## config.mk

```make
export PLATFORM = sky130hd
export DESIGN_NAME = trap_state_stack
export DESIGN_NICKNAME = d
export VERILOG_FILES = /design/src/rtl/tstk_pkg.sv /design/src/rtl/tstk_codec.sv /design/src/rtl/tstk_store.sv /design/src/rtl/tstk_vector.sv /design/src/rtl/trap_state_stack.sv
export SDC_FILE = /design/constraint.sdc
export NUM_CORES = 1
export LEC_CHECK = 0
export BUFFER_PORTS_ARGS = -buffer_cell sky130_fd_sc_hd__buf_2
export CAP_MARGIN = 0
export CORE_UTILIZATION = 45
export CTS_CLUSTER_SIZE = 16
export DETAILED_ROUTE_END_ITERATION = 10
export PLACE_DENSITY = 0.74
export SLEW_MARGIN = 30
export SYNTH_ARGS = -nofsm -noshare
export SYNTH_HDL_FRONTEND = slang
export SYNTH_SLANG_ARGS = --single-unit
```

## constraint.sdc

```tcl
create_clock -name clk -period 3.48 [get_ports clk]
set_input_delay 0.174 -clock clk [delete_from_list [all_inputs] [get_ports clk]]
set_output_delay 0.174 -clock clk [all_outputs]
set_load 0.02 [all_outputs]
```

## src/rtl/tstk_pkg.sv

```systemverilog
package tstk_pkg;
  localparam int CCR_W  = 8;
  localparam int ASI_W  = 8;
  localparam int PST_W  = 12;
  localparam int CWP_W  = 8;
  localparam int TT_W   = 9;
  localparam int VEC_W  = 15;
  localparam int WORD_W = 32 + CCR_W;

  localparam int PST_AG   = 0;
  localparam int PST_PRIV = 2;
  localparam int PST_PEF  = 4;
  localparam int PST_RED  = 5;

  typedef struct packed {
    logic [CCR_W-1:0] ccr;
    logic [ASI_W-1:0] asi;
    logic [PST_W-1:0] pst;
    logic [CWP_W-1:0] cwp;
  } arch_t;
endpackage

```

## src/rtl/tstk_codec.sv

```systemverilog
module tstk_codec
  import tstk_pkg::*;
(
  input  arch_t             pk_in,
  output logic [WORD_W-1:0] pk_word,
  input  logic [WORD_W-1:0] up_word,
  output arch_t             up_out
);
  assign pk_word = {pk_in.ccr, pk_in.asi, 4'b0000, pk_in.pst, pk_in.cwp};

  assign up_out.ccr = up_word[WORD_W-1:32];
  assign up_out.asi = up_word[31:24];
  assign up_out.pst = up_word[19:8];
  assign up_out.cwp = up_word[7:0];

  logic unused_rsvd;
  assign unused_rsvd = ^up_word[23:20];
endmodule

```

## src/rtl/tstk_store.sv

```systemverilog
module tstk_store
  import tstk_pkg::*;
#(
  parameter int DEPTH = 4,
  parameter int IDX_W = 3,
  parameter int PC_W  = 32
) (
  input  logic              clk,
  input  logic              rst_n,
  input  logic              wr_en,
  input  logic [IDX_W-1:0]  wr_idx,
  input  logic [WORD_W-1:0] wr_word,
  input  logic [PC_W-1:0]   wr_pc,
  input  logic [PC_W-1:0]   wr_npc,
  input  logic [TT_W-1:0]   wr_tt,
  input  logic [IDX_W-1:0]  rd_idx,
  output logic [WORD_W-1:0] rd_word,
  output logic [PC_W-1:0]   rd_pc,
  output logic [PC_W-1:0]   rd_npc,
  output logic [TT_W-1:0]   rd_tt
);
  logic [WORD_W-1:0] word_q [DEPTH];
  logic [PC_W-1:0]   pc_q   [DEPTH];
  logic [PC_W-1:0]   npc_q  [DEPTH];
  logic [TT_W-1:0]   tt_q   [DEPTH];

  for (genvar g = 0; g < DEPTH; g++) begin : g_lvl
    always_ff @(posedge clk or negedge rst_n) begin
      if (!rst_n) begin
        word_q[g] <= '0;
        pc_q[g]   <= '0;
        npc_q[g]  <= '0;
        tt_q[g]   <= '0;
      end else if (wr_en && wr_idx == IDX_W'(g)) begin
        word_q[g] <= wr_word;
        pc_q[g]   <= wr_pc;
        npc_q[g]  <= wr_npc;
        tt_q[g]   <= wr_tt;
      end
    end
  end

  always_comb begin
    rd_word = '0;
    rd_pc   = '0;
    rd_npc  = '0;
    rd_tt   = '0;
    for (int i = 0; i < DEPTH; i++) begin
      if (rd_idx == IDX_W'(i)) begin
        rd_word = word_q[i];
        rd_pc   = pc_q[i];
        rd_npc  = npc_q[i];
        rd_tt   = tt_q[i];
      end
    end
  end
endmodule

```

## src/rtl/tstk_vector.sv

```systemverilog
module tstk_vector
  import tstk_pkg::*;
#(
  parameter int MAX_LVL = 4,
  parameter int TL_W    = 3,
  parameter int PC_W    = 32
) (
  input  logic [TL_W-1:0]      lvl,
  input  logic [TT_W-1:0]      tt,
  input  logic [PC_W-VEC_W-1:0] base,
  output logic [VEC_W-1:0]     vec_low,
  output logic [PC_W-1:0]      ent_pc,
  output logic [PC_W-1:0]      ent_npc,
  output logic [PST_W-1:0]     ent_pst
);
  localparam logic [PST_W-1:0] PST_ENTRY =
    PST_W'((1 << PST_AG) | (1 << PST_PRIV) | (1 << PST_PEF));

  always_comb begin
    vec_low = {(lvl > TL_W'(1)), tt, 5'b00000};
    ent_pc  = {base, vec_low};
    ent_npc = ent_pc + PC_W'(4);
    ent_pst = PST_ENTRY;
    if (lvl == TL_W'(MAX_LVL - 1)) ent_pst[PST_RED] = 1'b1;
  end
endmodule

```

## src/rtl/trap_state_stack.sv

```systemverilog
module trap_state_stack
  import tstk_pkg::*;
#(
  parameter int MAX_LVL = 4,
  parameter int PC_W    = 32,
  localparam int TL_W   = $clog2(MAX_LVL + 1)
) (
  input  logic                 clk,
  input  logic                 rst_n,
  input  logic                 cmd_valid,
  output logic                 cmd_ready,
  input  logic                 cmd_ret,
  input  logic                 cmd_retry,
  input  logic [TT_W-1:0]      cmd_tt,
  input  logic [CCR_W-1:0]     cur_ccr,
  input  logic [ASI_W-1:0]     cur_asi,
  input  logic [PST_W-1:0]     cur_pst,
  input  logic [CWP_W-1:0]     cur_cwp,
  input  logic [PC_W-1:0]      cur_pc,
  input  logic [PC_W-1:0]      cur_npc,
  input  logic [PC_W-VEC_W-1:0] tba_base,
  input  logic                 rsp_ready,
  output logic                 rsp_valid,
  output logic                 rsp_illegal,
  output logic [PC_W-1:0]      rsp_pc,
  output logic [PC_W-1:0]      rsp_npc,
  output logic [CCR_W-1:0]     rsp_ccr,
  output logic [ASI_W-1:0]     rsp_asi,
  output logic [PST_W-1:0]     rsp_pst,
  output logic [CWP_W-1:0]     rsp_cwp,
  output logic [TL_W-1:0]      trap_lvl,
  output logic [VEC_W-1:0]     tba_low,
  output logic [TT_W-1:0]      top_tt,
  output logic                 err_state
);
  logic [TL_W-1:0]  tl_q;
  logic [VEC_W-1:0] vec_q;
  logic             err_q;
  logic             vld_q, ill_q;
  logic [PC_W-1:0]  pc_q, npc_q;
  arch_t            st_q;

  logic accept, at_max, at_zero, do_trap, do_err, do_pop, do_ill;
  logic [TL_W-1:0] top_idx;

  assign cmd_ready = !err_q && (!vld_q || rsp_ready);
  assign accept    = cmd_valid && cmd_ready;
  assign at_max    = tl_q == TL_W'(MAX_LVL);
  assign at_zero   = tl_q == '0;
  assign do_trap   = accept && !cmd_ret && !at_max;
  assign do_err    = accept && !cmd_ret && at_max;
  assign do_pop    = accept && cmd_ret && !at_zero;
  assign do_ill    = accept && cmd_ret && at_zero;
  assign top_idx   = tl_q - TL_W'(1);

  arch_t             cur_st, pop_st;
  logic [WORD_W-1:0] pk_word, rd_word;
  logic [PC_W-1:0]   rd_pc, rd_npc, ent_pc, ent_npc;
  logic [TT_W-1:0]   rd_tt;
  logic [VEC_W-1:0]  vec_new;
  logic [PST_W-1:0]  ent_pst;

  assign cur_st = '{ccr: cur_ccr, asi: cur_asi, pst: cur_pst, cwp: cur_cwp};

  tstk_codec u_codec (
    .pk_in   (cur_st),
    .pk_word (pk_word),
    .up_word (rd_word),
    .up_out  (pop_st)
  );

  tstk_store #(.DEPTH(MAX_LVL), .IDX_W(TL_W), .PC_W(PC_W)) u_store (
    .clk     (clk),
    .rst_n   (rst_n),
    .wr_en   (do_trap),
    .wr_idx  (tl_q),
    .wr_word (pk_word),
    .wr_pc   (cur_pc),
    .wr_npc  (cur_npc),
    .wr_tt   (cmd_tt),
    .rd_idx  (top_idx),
    .rd_word (rd_word),
    .rd_pc   (rd_pc),
    .rd_npc  (rd_npc),
    .rd_tt   (rd_tt)
  );

  tstk_vector #(.MAX_LVL(MAX_LVL), .TL_W(TL_W), .PC_W(PC_W)) u_vector (
    .lvl     (tl_q),
    .tt      (cmd_tt),
    .base    (tba_base),
    .vec_low (vec_new),
    .ent_pc  (ent_pc),
    .ent_npc (ent_npc),
    .ent_pst (ent_pst)
  );

  always_ff @(posedge clk or negedge rst_n) begin
    if (!rst_n) begin
      tl_q  <= '0;
      vec_q <= '0;
      err_q <= 1'b0;
      vld_q <= 1'b0;
      ill_q <= 1'b0;
      pc_q  <= '0;
      npc_q <= '0;
      st_q  <= '0;
    end else begin
      if (vld_q && rsp_ready) vld_q <= 1'b0;
      if (do_err) err_q <= 1'b1;
      if (do_trap) begin
        tl_q   <= tl_q + TL_W'(1);
        vec_q  <= vec_new;
        vld_q  <= 1'b1;
        ill_q  <= 1'b0;
        pc_q   <= ent_pc;
        npc_q  <= ent_npc;
        st_q   <= '{ccr: cur_ccr, asi: cur_asi, pst: ent_pst, cwp: cur_cwp};
      end
      if (do_pop) begin
        tl_q  <= top_idx;
        vld_q <= 1'b1;
        ill_q <= 1'b0;
        pc_q  <= cmd_retry ? rd_pc : rd_npc;
        npc_q <= cmd_retry ? rd_npc : rd_npc + PC_W'(4);
        st_q  <= pop_st;
      end
      if (do_ill) begin
        vld_q <= 1'b1;
        ill_q <= 1'b1;
      end
    end
  end

  assign rsp_valid   = vld_q;
  assign rsp_illegal = ill_q;
  assign rsp_pc      = pc_q;
  assign rsp_npc     = npc_q;
  assign rsp_ccr     = st_q.ccr;
  assign rsp_asi     = st_q.asi;
  assign rsp_pst     = st_q.pst;
  assign rsp_cwp     = st_q.cwp;
  assign trap_lvl    = tl_q;
  assign tba_low     = vec_q;
  assign top_tt      = at_zero ? '0 : rd_tt;
  assign err_state   = err_q;
endmodule

```

# --- Word-level counts from Yosys, hierarchy flattened ---
# Index checks and enable logic that the tools add are counted.
word_totals:
  regBits: 552
  memories: 0
  ramBits: 0
  word_cells: 98
  romBits: 0
  inputBits: 132
  latchBits: 0
  out_inout_bits: 131
classes:
  n_shift: 0
  eq_ne: 7
  mux: 35
  n_div: 0
  n_reduce_logical: 24
  n_addsub: 4
  mul: 0
  bitwise: 0
  order_cmp: 1
op_table:
  columns: ["operator", "count"]
  rows:
  - ["2-to-1 mux 32 bit", 14]
  - ["2-to-1 mux 40 bit", 4]
  - ["2-to-1 mux 36 bit", 2]
  - ["adder 32 x 3 -> 32 bit (second input constant)", 2]
  - ["2-to-1 mux 9 bit", 5]
  - ["logical AND 1 bit", 13]
  - ["equality test 3 x 2 -> 1 bit (second input constant)", 4]
  - ["2-to-1 mux 1 bit", 8]
  - ["equality test 3 x 1 -> 1 bit (second input constant)", 2]
  - ["logical NOT 3 bit", 2]
  - ["2-to-1 mux 3 bit", 2]
  - ["logical NOT 1 bit", 5]
  - ["nonzero test 4 bit", 1]
  - ["adder 3 x 1 -> 3 bit (second input constant)", 1]
  - ["equality test 3 bit (second input constant)", 1]
  - ["greater-than comparator 3 x 1 -> 1 bit (second input constant)", 1]
  - ["nonzero test 3 bit", 1]
  - ["subtractor 3 x 1 -> 3 bit (second input constant)", 1]
  - ["nonzero test 2 bit", 1]
  - ["logical OR 1 bit", 1]

# --- Longest topological paths before layout ---
# Gate-level depths: netlist (run 1).
logic_depth:
  word_depth: 9
  ltp_mapped: 16
  ltp_nobuf: 12

# --- Cells and area by module ---
# From an unflattened synthesis (run 1), not the netlist that was laid out.
hier_totals:
  cells_unflattened: 2376
  area_unflattened_um2: 28177.0
by_module_without_submodules:
  columns: ["module", "area_each_um2", "n_inst", "cells_per_inst"]
  rows:
  - ["tstk_store", 20005.4, 1, 1350]
  - ["trap_state_stack", 6905.4, 1, 856]
  - ["tstk_vector", 691.9, 1, 93]
  - ["tstk_codec", 574.3, 1, 77]

# --- Worst setup path before layout (run 1) ---
# OpenSTA, ideal clock, no wires.
synth_timing:
  path_kind: "reg-to-reg"
  from: "register tl_q[0], in the netlist trap_lvl[0]"
  to: "register npc_q[24], in the netlist rsp_npc[24]"
  path_buffers: 4
  setup_time_ps: 82
  arrival_time_ps: 3721
  path_stages_with_launch: 16
  required_time_ps: 3398
  slack_ps: -323
  path_cell_list: "dfrtp_1 -> inv_1 -> ha_1 -> buf_2 -> buf_4 -> buf_4 -> buf_2 -> o211ai_1 -> o221ai_1 -> nor2_1 -> ha_1 -> nor2b_1 -> nand4_2 -> or3_4 -> or4_1 -> a31oi_1"
synth_via:
  elab_chain_len: 9
synth_lines:
  columns: ["element", "line", "source"]
  rows:
  - ["from (decl)", "trap_state_stack.sv:36", "logic [TL_W-1:0] tl_q;"]
  - ["from (signal assigned)", "trap_state_stack.sv:112", "tl_q <= tl_q + TL_W'(1);"]
  - ["from (signal assigned)", "trap_state_stack.sv:121", "tl_q <= top_idx;"]
  - ["subtractor 3 x 1 -> 3 bit", "trap_state_stack.sv:54", "assign top_idx = tl_q - TL_W'(1);"]
  - ["logical NOT 3 bit", "tstk_store.sv:49", "if (rd_idx == IDX_W'(i)) begin"]
  - ["2-to-1 mux 32 bit (4 in a row)", "tstk_store.sv:49", null]
  - ["adder 32 x 3 -> 32 bit", "trap_state_stack.sv:125", "npc_q <= cmd_retry ? rd_npc : rd_npc + PC_W'(4);"]
  - ["2-to-1 mux 32 bit", "trap_state_stack.sv:125", null]
  - ["2-to-1 mux 32 bit", "trap_state_stack.sv:120", "if (do_pop) begin"]
  - ["to (signal assigned)", "trap_state_stack.sv:117", "npc_q <= ent_npc;"]
  - ["to (signal assigned)", "trap_state_stack.sv:125", null]
  - ["to (decl)", "trap_state_stack.sv:40", "logic [PC_W-1:0] pc_q, npc_q;"]
# Several ways; a longest one is shown, not always the timed one. The select of a mux whose other input is x is not followed.
# A chain may end at the register's enable or synchronous reset.

# --- Worst setup path after layout (run 1) ---
layout_timing:
  from: "register tl_q[0], in the netlist trap_lvl[0]"
  to: "output top_tt[8]"
layout_via:
  elab_chain_len: 7
layout_lines:
  columns: ["element", "line", "source"]
  rows:
  - ["subtractor 3 x 1 -> 3 bit", "trap_state_stack.sv:54", null]
  - ["logical NOT 3 bit", "tstk_store.sv:49", null]
  - ["2-to-1 mux 9 bit (4 in a row)", "tstk_store.sv:49", null]
  - ["2-to-1 mux 9 bit (*)", "trap_state_stack.sv:145", "assign top_tt = at_zero ? '0 : rd_tt;"]
  - ["to (decl)", "trap_state_stack.sv:33", "output logic [TT_W-1:0] top_tt,"]
# Mark *: on every way between the ends. The rest lies on a longest branch, timed or not.

==> results.sh, run 1 <==
export IMPL_final_core_util_pct=56.78
export IMPL_grt_ovfl_total=0
export IMPL_power_mw=29.79
export IMPL_cp_num_buf_inv=4
export IMPL_via_per_inst=6.041
export IMPL_io_buffers=257
export IMPL_cpMostUsedCell="buf_4"
export IMPL_synthMostInstantiatedCell="dfrtp_1"
export IMPL_drc_errors=0
export IMPL_ctsHtreeMaxLevel=2
export IMPL_first_pass_iters=5
export IMPL_ys_types=59
export IMPL_die_x_um=236.9
export IMPL_min_to="rsp_npc[22]"
export IMPL_dieArea_mm2=0.05612
export IMPL_vias=19356
export IMPL_dp_hpwl_um=48590
export IMPL_setup_tns_ns=0
export IMPL_endpoint_kind="primary output"
export IMPL_synth_seq_cells=552
export IMPL_syn_cell_area_mm2=0.02483
export IMPL_critPathMaxFanout=14
export IMPL_wl_per_cell_um=23.65
export IMPL_slew_violations=0
export IMPL_num_io_pins=263
export IMPL_drv_cap=0
export IMPL_netlist_top_cells_count="dfrtp_1 (552), mux2_2 (436), nand2_1 (190)"
export IMPL_final_nets=2595
export IMPL_final_hold_viol_count=0
export IMPL_rows=85
export IMPL_drive_gt1_share_pct=37.44
export IMPL_grt_max_degree=117
export IMPL_critPathTopFamily="buffers and inverters"
export IMPL_worstReg2RegStart="trap_lvl[0]"
export IMPL_fin_crit_sh_pct=96.34
export IMPL_grt_total_usage_pct=26.89
export IMPL_ys_flop_type="dfrtp_1"
export IMPL_synth_edf_count=0
export IMPL_relSlewSlack_pct=42.82
export IMPL_synth_largest_area_cell="dfrtp_1"
export IMPL_grt_pass1_wl_um=116300
export IMPL_gr_usage_met1_pct=35.96
export IMPL_die_y_um=236.9
export IMPL_crit_type="reg2out"
export IMPL_cpMaxStageDelayCell="dfrtp_2"
export IMPL_hold_depth=4
export IMPL_yosysWarnings=0
export IMPL_finClkSkew_ns=0.01848
export IMPL_hold_path_class="in2reg"
export IMPL_synth_area_leaders="dfrtp_1 (56%), mux2_2 (20%), nand2_1 (2.9%)"
export IMPL_start_util_pct=45.87
export IMPL_finalWirelength_um=75770
export IMPL_placed_area_mm2=0.02735
export IMPL_powerDensity_mw_per_mm2=969.2
export IMPL_area_delta_synth_final_pct=23.78
export IMPL_ant_nets=0
export IMPL_clockBufferDepth=3
export IMPL_path_clk_slew_ns=0.07
export IMPL_numPlacedInstances=2970
export IMPL_drt_iter0_markers=1575
export IMPL_root_buffer="clkbuf_16"
export IMPL_hp_start="tba_base[7]"
export IMPL_cts_buffers_inserted=56
export IMPL_worstSkewPairLatency_ns=0.63
export IMPL_ys_seq_area_share_pct=55.63
export IMPL_reg2reg_to="rsp_ccr[5]"
export IMPL_tritoncts="yes"
export IMPL_async_flop_share_pct=100.0
export IMPL_grt_pass1_vias=19458
export IMPL_clock_fmax_ghz=0.2983
export IMPL_met3_usage_pct=4.547
export IMPL_fillers=4331
export IMPL_synthCells=2090
export IMPL_syn_avg_cell_area_um2=11.88
export IMPL_slowest_delay_ns=0.48
export IMPL_core_area_mm2=0.05413
export IMPL_fin_cells=3204
export IMPL_status="finished clean"
export IMPL_numClockSinks=552
export IMPL_antenna_found_initial=6
export IMPL_critPathLaunch="trap_lvl[0]"
export IMPL_crit_arrival_ns=3.18
export IMPL_r2r_slack_ns=0.14
export IMPL_synth_top_area_share_pct=55.63
export IMPL_setup_violations=0
export IMPL_use_met2_pct=44.19
export IMPL_critPathLaunchType="flop"
export IMPL_cp_cell_sequence="inv_2 -> ha_4 -> xnor2_2 -> buf_4 -> and2_4 -> buf_4 -> a221oi_1 -> nor3_1 -> a21oi_1 -> nor2_1 -> buf_2"
export IMPL_gp_congestion=0.9696
export IMPL_reg2regPathDepth=9
export IMPL_grt_busiest_layer="met2"
export IMPL_ir_drop_v=0.0006492
export IMPL_power_leakage_nw=14.21
export IMPL_final_cell_area_mm2=0.03073
export IMPL_cp_required_ns=3.31
export IMPL_post_route_min_period_ns=3.353
export IMPL_tightest_slew_ns=0.8546
==> cells in the final DEF (no fill, tap or decap), types with 20 or more instances in the layout <==
master         Yosys  routed
dfrtp_1          552     550
o211ai_1          48      48
nor2_1           124     121
mux2_2           436     436
buf_4             11      75
clkbuf_16          0      56
o21ai_0           67      67
a211oi_1          36      36
a31oi_1           20      20
buf_2             16     256
dlygate4sd3_1      0     116
xnor2_1           20      20
nand2_1          190     184
o311ai_0          22      22
nor3_1            57      55
a21oi_1           94      93
a221oi_1          76      76
==> worst max path at each step <==
stage / cells after the start / slack (ns) / to
5_1_grt: 11 / -0.004 / rsp_npc[24]
6_report: 11 / 0.13 / top_tt[8]
4_1_cts: 14 / -0.009 / rsp_npc[31]
3_3_place_gp: 14 / -0.21 / rsp_npc[31]
2_1_floorplan: 15 / 0.01 / rsp_npc[24]
3_5_place_dp: 14 / -0.32 / rsp_npc[31]
==> registers in the layout, indices dropped and copies added, names as in the netlist <==
signal	cells
rsp_illegal	1
rsp_pc	32
u_store.npc_q	128
rsp_valid	1
rsp_asi	8
tba_low	10
u_store.tt_q	36
rsp_cwp	8
u_store.pc_q	128
rsp_npc	32
err_state	1
trap_lvl	3
rsp_pst	12
rsp_ccr	8
u_store.word_q	144
==> kinds of logic after synthesis <==
logic type / after synthesis / synth area share (%)
AND/OR/NAND/NOR: 456 / 8.143
adder cells (fa/ha/maj): 8 / 0.4031
multiplexers: 439 / 19.89
XOR/XNOR: 29 / 1.053
flip-flops: 552 / 55.63
other: 1 / 0.01510
AO/OA/AOI/OAI: 425 / 11.89
buffers and inverters: 180 / 2.968
==> cell type report <==
type / count / area (µm²) / area share [%]
Sequential cell: 552 / 13820 / 44.95
Multi-Input combinational cell: 1365 / 10520 / 34.24
Timing Repair Buffer: 469 / 3452 / 11.23
Clock buffer: 81 / 1675 / 5.451
Tap cell: 696 / 870.8 / 2.833
Clock inverter: 25 / 340.3 / 1.107
Inverter: 11 / 43.79 / 0.1425
Antenna cell: 5 / 12.51 / 0.04071
==> worst reg2reg max path: cells and delay by family, from the launching register on <==
kind            cells  cell delay [ns]
buf+inv             4             1.07
flops               1             0.49
fa+ha+maj           1             0.23
compound gates      1             0.18
simple gates        3             1.30
==> layer usage <==
layer | vias up | wire length, µm | share of wire (%)
met3 | 159 | 5085 | 6.7
met5 | - | 17 | 0.022
li1 | 8408 | - | -
met2 | 768 | 36570 | 48
met1 | 10019 | 31590 | 42
met4 | 2 | 2502 | 3.3
==> power breakdown <==
part,total (mW),switching (mW),internal (mW)
Clock,6.50,2.63,3.87
Sequential,11.4,1.90,9.46
Combinational,11.9,6.84,5.09
==> stage by stage <==
stage,hold WS [ns],worst slack (ns)
after floorplan,-0.1216,0.01240
after global placement,0.3416,-0.2122
after detailed placement,0.3598,-0.3224
after CTS,0.004362,-0.009097
after global routing,0.05437,-0.003552
final,0.03013,0.1274
==> timing repair <==
| item | in CTS | in global routing |
|---|---|---|
| gates cloned | 4 | 0 |
| gates resized for setup | 5 | 15 |
| buffers inserted | 3 | 0 |
| pin swaps | 2 | 1 |
| hold buffers | 116 | 0 |
| endpoints found under the setup margin | 10 | 22 |
| endpoints found under the hold margin | 600 | 0 |
No activity file was read; power rests on OpenSTA's default activity.
==> run 2: changes to the inputs <==
--- a/config.mk
+++ b/config.mk
@@ -10,7 +10,7 @@
 export CORE_UTILIZATION = 45
 export CTS_CLUSTER_SIZE = 16
 export DETAILED_ROUTE_END_ITERATION = 10
-export PLACE_DENSITY = 0.74
+export PLACE_DENSITY = 0.72
 export SLEW_MARGIN = 30
 export SYNTH_ARGS = -nofsm -noshare
 export SYNTH_HDL_FRONTEND = slang
==> constraint.sdc (replaced) <==
create_clock -name clk -period 3.2 [get_ports clk]
set_input_delay 0.16 -clock clk [delete_from_list [all_inputs] [get_ports clk]]
set_output_delay 0.16 -clock clk [all_outputs]
set_load 0.02 [all_outputs]
==> run 2 against run 1 <==
Clock-buffer cell count increased by 6. Sequential power grew 8%. Clock skew about the same. First-iteration DRC count is 0.13% higher. Die area unchanged. Setup slack lost 0.059 ns. Critical endpoint is now rsp_npc[24]. Register-to-register slack worse by 0.07 ns. Sequential share of layout area shrank 0.66 points. Design area up 1.5%. Cell count up 1.1%.
==> results.sh, run 2 (synthesis results as in run 1) <==
export IMPL_path_clk_slew_ns=0.06
export IMPL_cp_required_ns=3.70
export IMPL_post_route_min_period_ns=3.132
export IMPL_fillers=4330
export IMPL_dieArea_mm2=0.05612
export IMPL_layout_commonest_cell="dfrtp_1"
export IMPL_regMostFlops="u_store.word_q"
export IMPL_powerDensity_mw_per_mm2=1047
export IMPL_multi_input_area_mm2=0.01058
export IMPL_p_comb_share_pct=41.3
export IMPL_postLayoutSetupSlackWorst_ns=0.06818
export IMPL_clockBufferDepth=3
export IMPL_fin_crit_sh_pct=97.87
export IMPL_largest_register_ffs=144
export IMPL_ctsHtreeMaxLevel=2
export IMPL_p_sw_mw=12.26
export IMPL_internal_power_mw=20.40
export IMPL_root_buffer="clkbuf_16"
export IMPL_hold_path_class="in2reg"
export IMPL_gr_usage_met1_pct=35.58
export IMPL_io_buffers=257
export IMPL_ant_nets=0
export IMPL_drt_iter0_markers=1577
export IMPL_register_area_mm2=0.01382
export IMPL_relSlewSlack_pct=41.77
export IMPL_drv_cap=0
export IMPL_pre_cts_ws_ns=-0.03642
export IMPL_finClkSkew_ns=0.01836
export IMPL_grt_total_usage_pct=26.59
export IMPL_numClockSinks=552
export IMPL_die_x_um=236.9
export IMPL_area_delta_synth_final_pct=25.63
export IMPL_core_area_mm2=0.05413
export IMPL_vias=19243
export IMPL_power_frac_seq_pct=37.7
export IMPL_setup_violations=0
export IMPL_use_met2_pct=43.85
export IMPL_first_pass_iters=6
export IMPL_setup_tns_ns=0
export IMPL_grt_busiest_layer="met2"
export IMPL_cts_buffers_inserted=59
export IMPL_worstSkewPairLatency_ns=0.62
export IMPL_crit_type="reg2reg"
export IMPL_drive_gt1_share_pct=38.15
export IMPL_final_cell_area_mm2=0.03119
export IMPL_endpoint_kind="flop"
export IMPL_rows=85
export IMPL_clock_fmax_ghz=0.3193
export IMPL_power_leakage_nw=14.39
export IMPL_slowest_delay_ns=0.43
export IMPL_wl_per_cell_um=23.20
export IMPL_status="finished clean"
export IMPL_grt_ovfl_total=0
export IMPL_final_core_util_pct=57.62
export IMPL_die_y_um=236.9
export IMPL_r2r_slack_ns=0.07
export IMPL_tritoncts="yes"
export IMPL_rsz0062_at_grt="true"
export IMPL_antenna_found_initial=8
export IMPL_ir_drop_v=0.0005815
export IMPL_final_hold_viol_count=0
export IMPL_drc_errors=0
export IMPL_gp_congestion=0.9117
export IMPL_met3_usage_pct=4.127
export IMPL_critPathMaxFanout=12
export IMPL_dp_hpwl_um=48010
export IMPL_grt_pass1_wl_um=115800
export IMPL_via_per_inst=5.939
export IMPL_tightest_slew_ns=0.8625
export IMPL_grt_pass1_vias=19666
export IMPL_reg_top3="u_store.word_q (144), u_store.npc_q (128), u_store.pc_q (128)"
export IMPL_final_cell_mix="dfrtp_1 (550), mux2_2 (436), buf_2 (255), nand2_1 (184), dlygate4sd3_1 (122)"
export IMPL_placed_area_mm2=0.02760
export IMPL_slew_violations=0
export IMPL_p_sw_share_pct=37.54
export IMPL_cp_cell_sequence="inv_2 -> ha_4 -> nand2b_4 -> buf_12 -> o22ai_1 -> or3_4 -> nor3_1 -> buf_4 -> nand4_4 -> or3_4 -> buf_4 -> o31ai_2 -> a31oi_1"
export IMPL_start_util_pct=45.87
export IMPL_cpMaxStageDelayCell="dfrtp_2"
export IMPL_final_nets=2633
export IMPL_finalWirelength_um=75170
export IMPL_grt_max_degree=92
export IMPL_power_mw=32.66
export IMPL_crit_arrival_ns=3.63
export IMPL_num_io_pins=263
export IMPL_p_clk_share_pct=21.0
export IMPL_critPathLaunchType="flop"
==> run 2: changes by cell type in the layout (fill, tap and decap cells not counted), moves of 5 or more <==
cell and change:
buf_4 +21, dlygate4sd3_1 +6, nor4_2 +6, clkbuf_16 +6
buf_12 +8, clkbuf_1 +10, clkbuf_8 -7, nor4_1 -5
==> run 2: power groups by stage <==
stage | Combinational (mW) | Clock [mW] | Sequential (mW)
global placement | 12.2 | 0 | 12.1
global route | 14.5 | 7.30 | 12.6
finish | 13.5 | 6.85 | 12.3
detailed placement | 12.5 | 0 | 12.3
CTS | 13.2 | 6.99 | 12.2
floorplan | 7.56 | 0 | 12.5
==> run 2: worst paths after layout <==
kind | start | to | depth (start not counted)
hold / removal | tba_base[7] | rsp_npc[22] | 4
setup reg to reg | trap_lvl[1] | rsp_npc[24] | 13
setup / recovery | trap_lvl[1] | rsp_npc[24] | 13
hold reg to reg | tba_low[12] | tba_low[12] | 2
min in group asynchronous | rst_n | u_store.word_q[75] | 2
max in group asynchronous | rst_n | u_store.pc_q[108] | 3
==> run 2: final cells by class <==
cell class	count	area share [%]
Antenna cell	4	0.03209
Clock buffer	87	5.423
Clock inverter	21	0.8142
Inverter	11	0.1404
Multi-Input combinational cell	1362	33.93
Sequential cell	552	44.29
Tap cell	696	2.792
Timing Repair Buffer	507	12.58
==> run 2: worst max-delay path, delay by kind of cell (launching register included) <==
kind | cells | cell delay [ns]
simple gates | 5 | 1.31
buf+inv | 4 | 0.60
flops | 1 | 0.43
compound gates | 3 | 0.41
fa+ha+maj | 1 | 0.25
==> run 2: layer usage <==
| layer | up-vias | wire (µm) |
|---|---|---|
| met5 | - | 60 |
| met4 | 10 | 2281 |
| met3 | 158 | 4631 |
| met2 | 749 | 36500 |
| met1 | 9859 | 31700 |
| li1 | 8467 | - |
==> run 2: repair_timing <==
action | 4_1_cts | 5_1_grt
cloned | 2 | 3
endpoints found under the hold margin | 578 | 0
resized for setup | 18 | 19
endpoints found under the setup margin | 13 | 21
pin swaps | 3 | 6
hold buffers | 122 | 0
buffers inserted | 7 | 7
==> run 2: per-stage QoR <==
step	cells	hold WS, ns
3_5_place_dp	2988	0.2197
2_1_floorplan	2094	-0.1356
3_3_place_gp	2988	0.1971
6_report	3240	0.03642
4_1_cts	3227	0.001789
5_1_grt	3239	0.03501
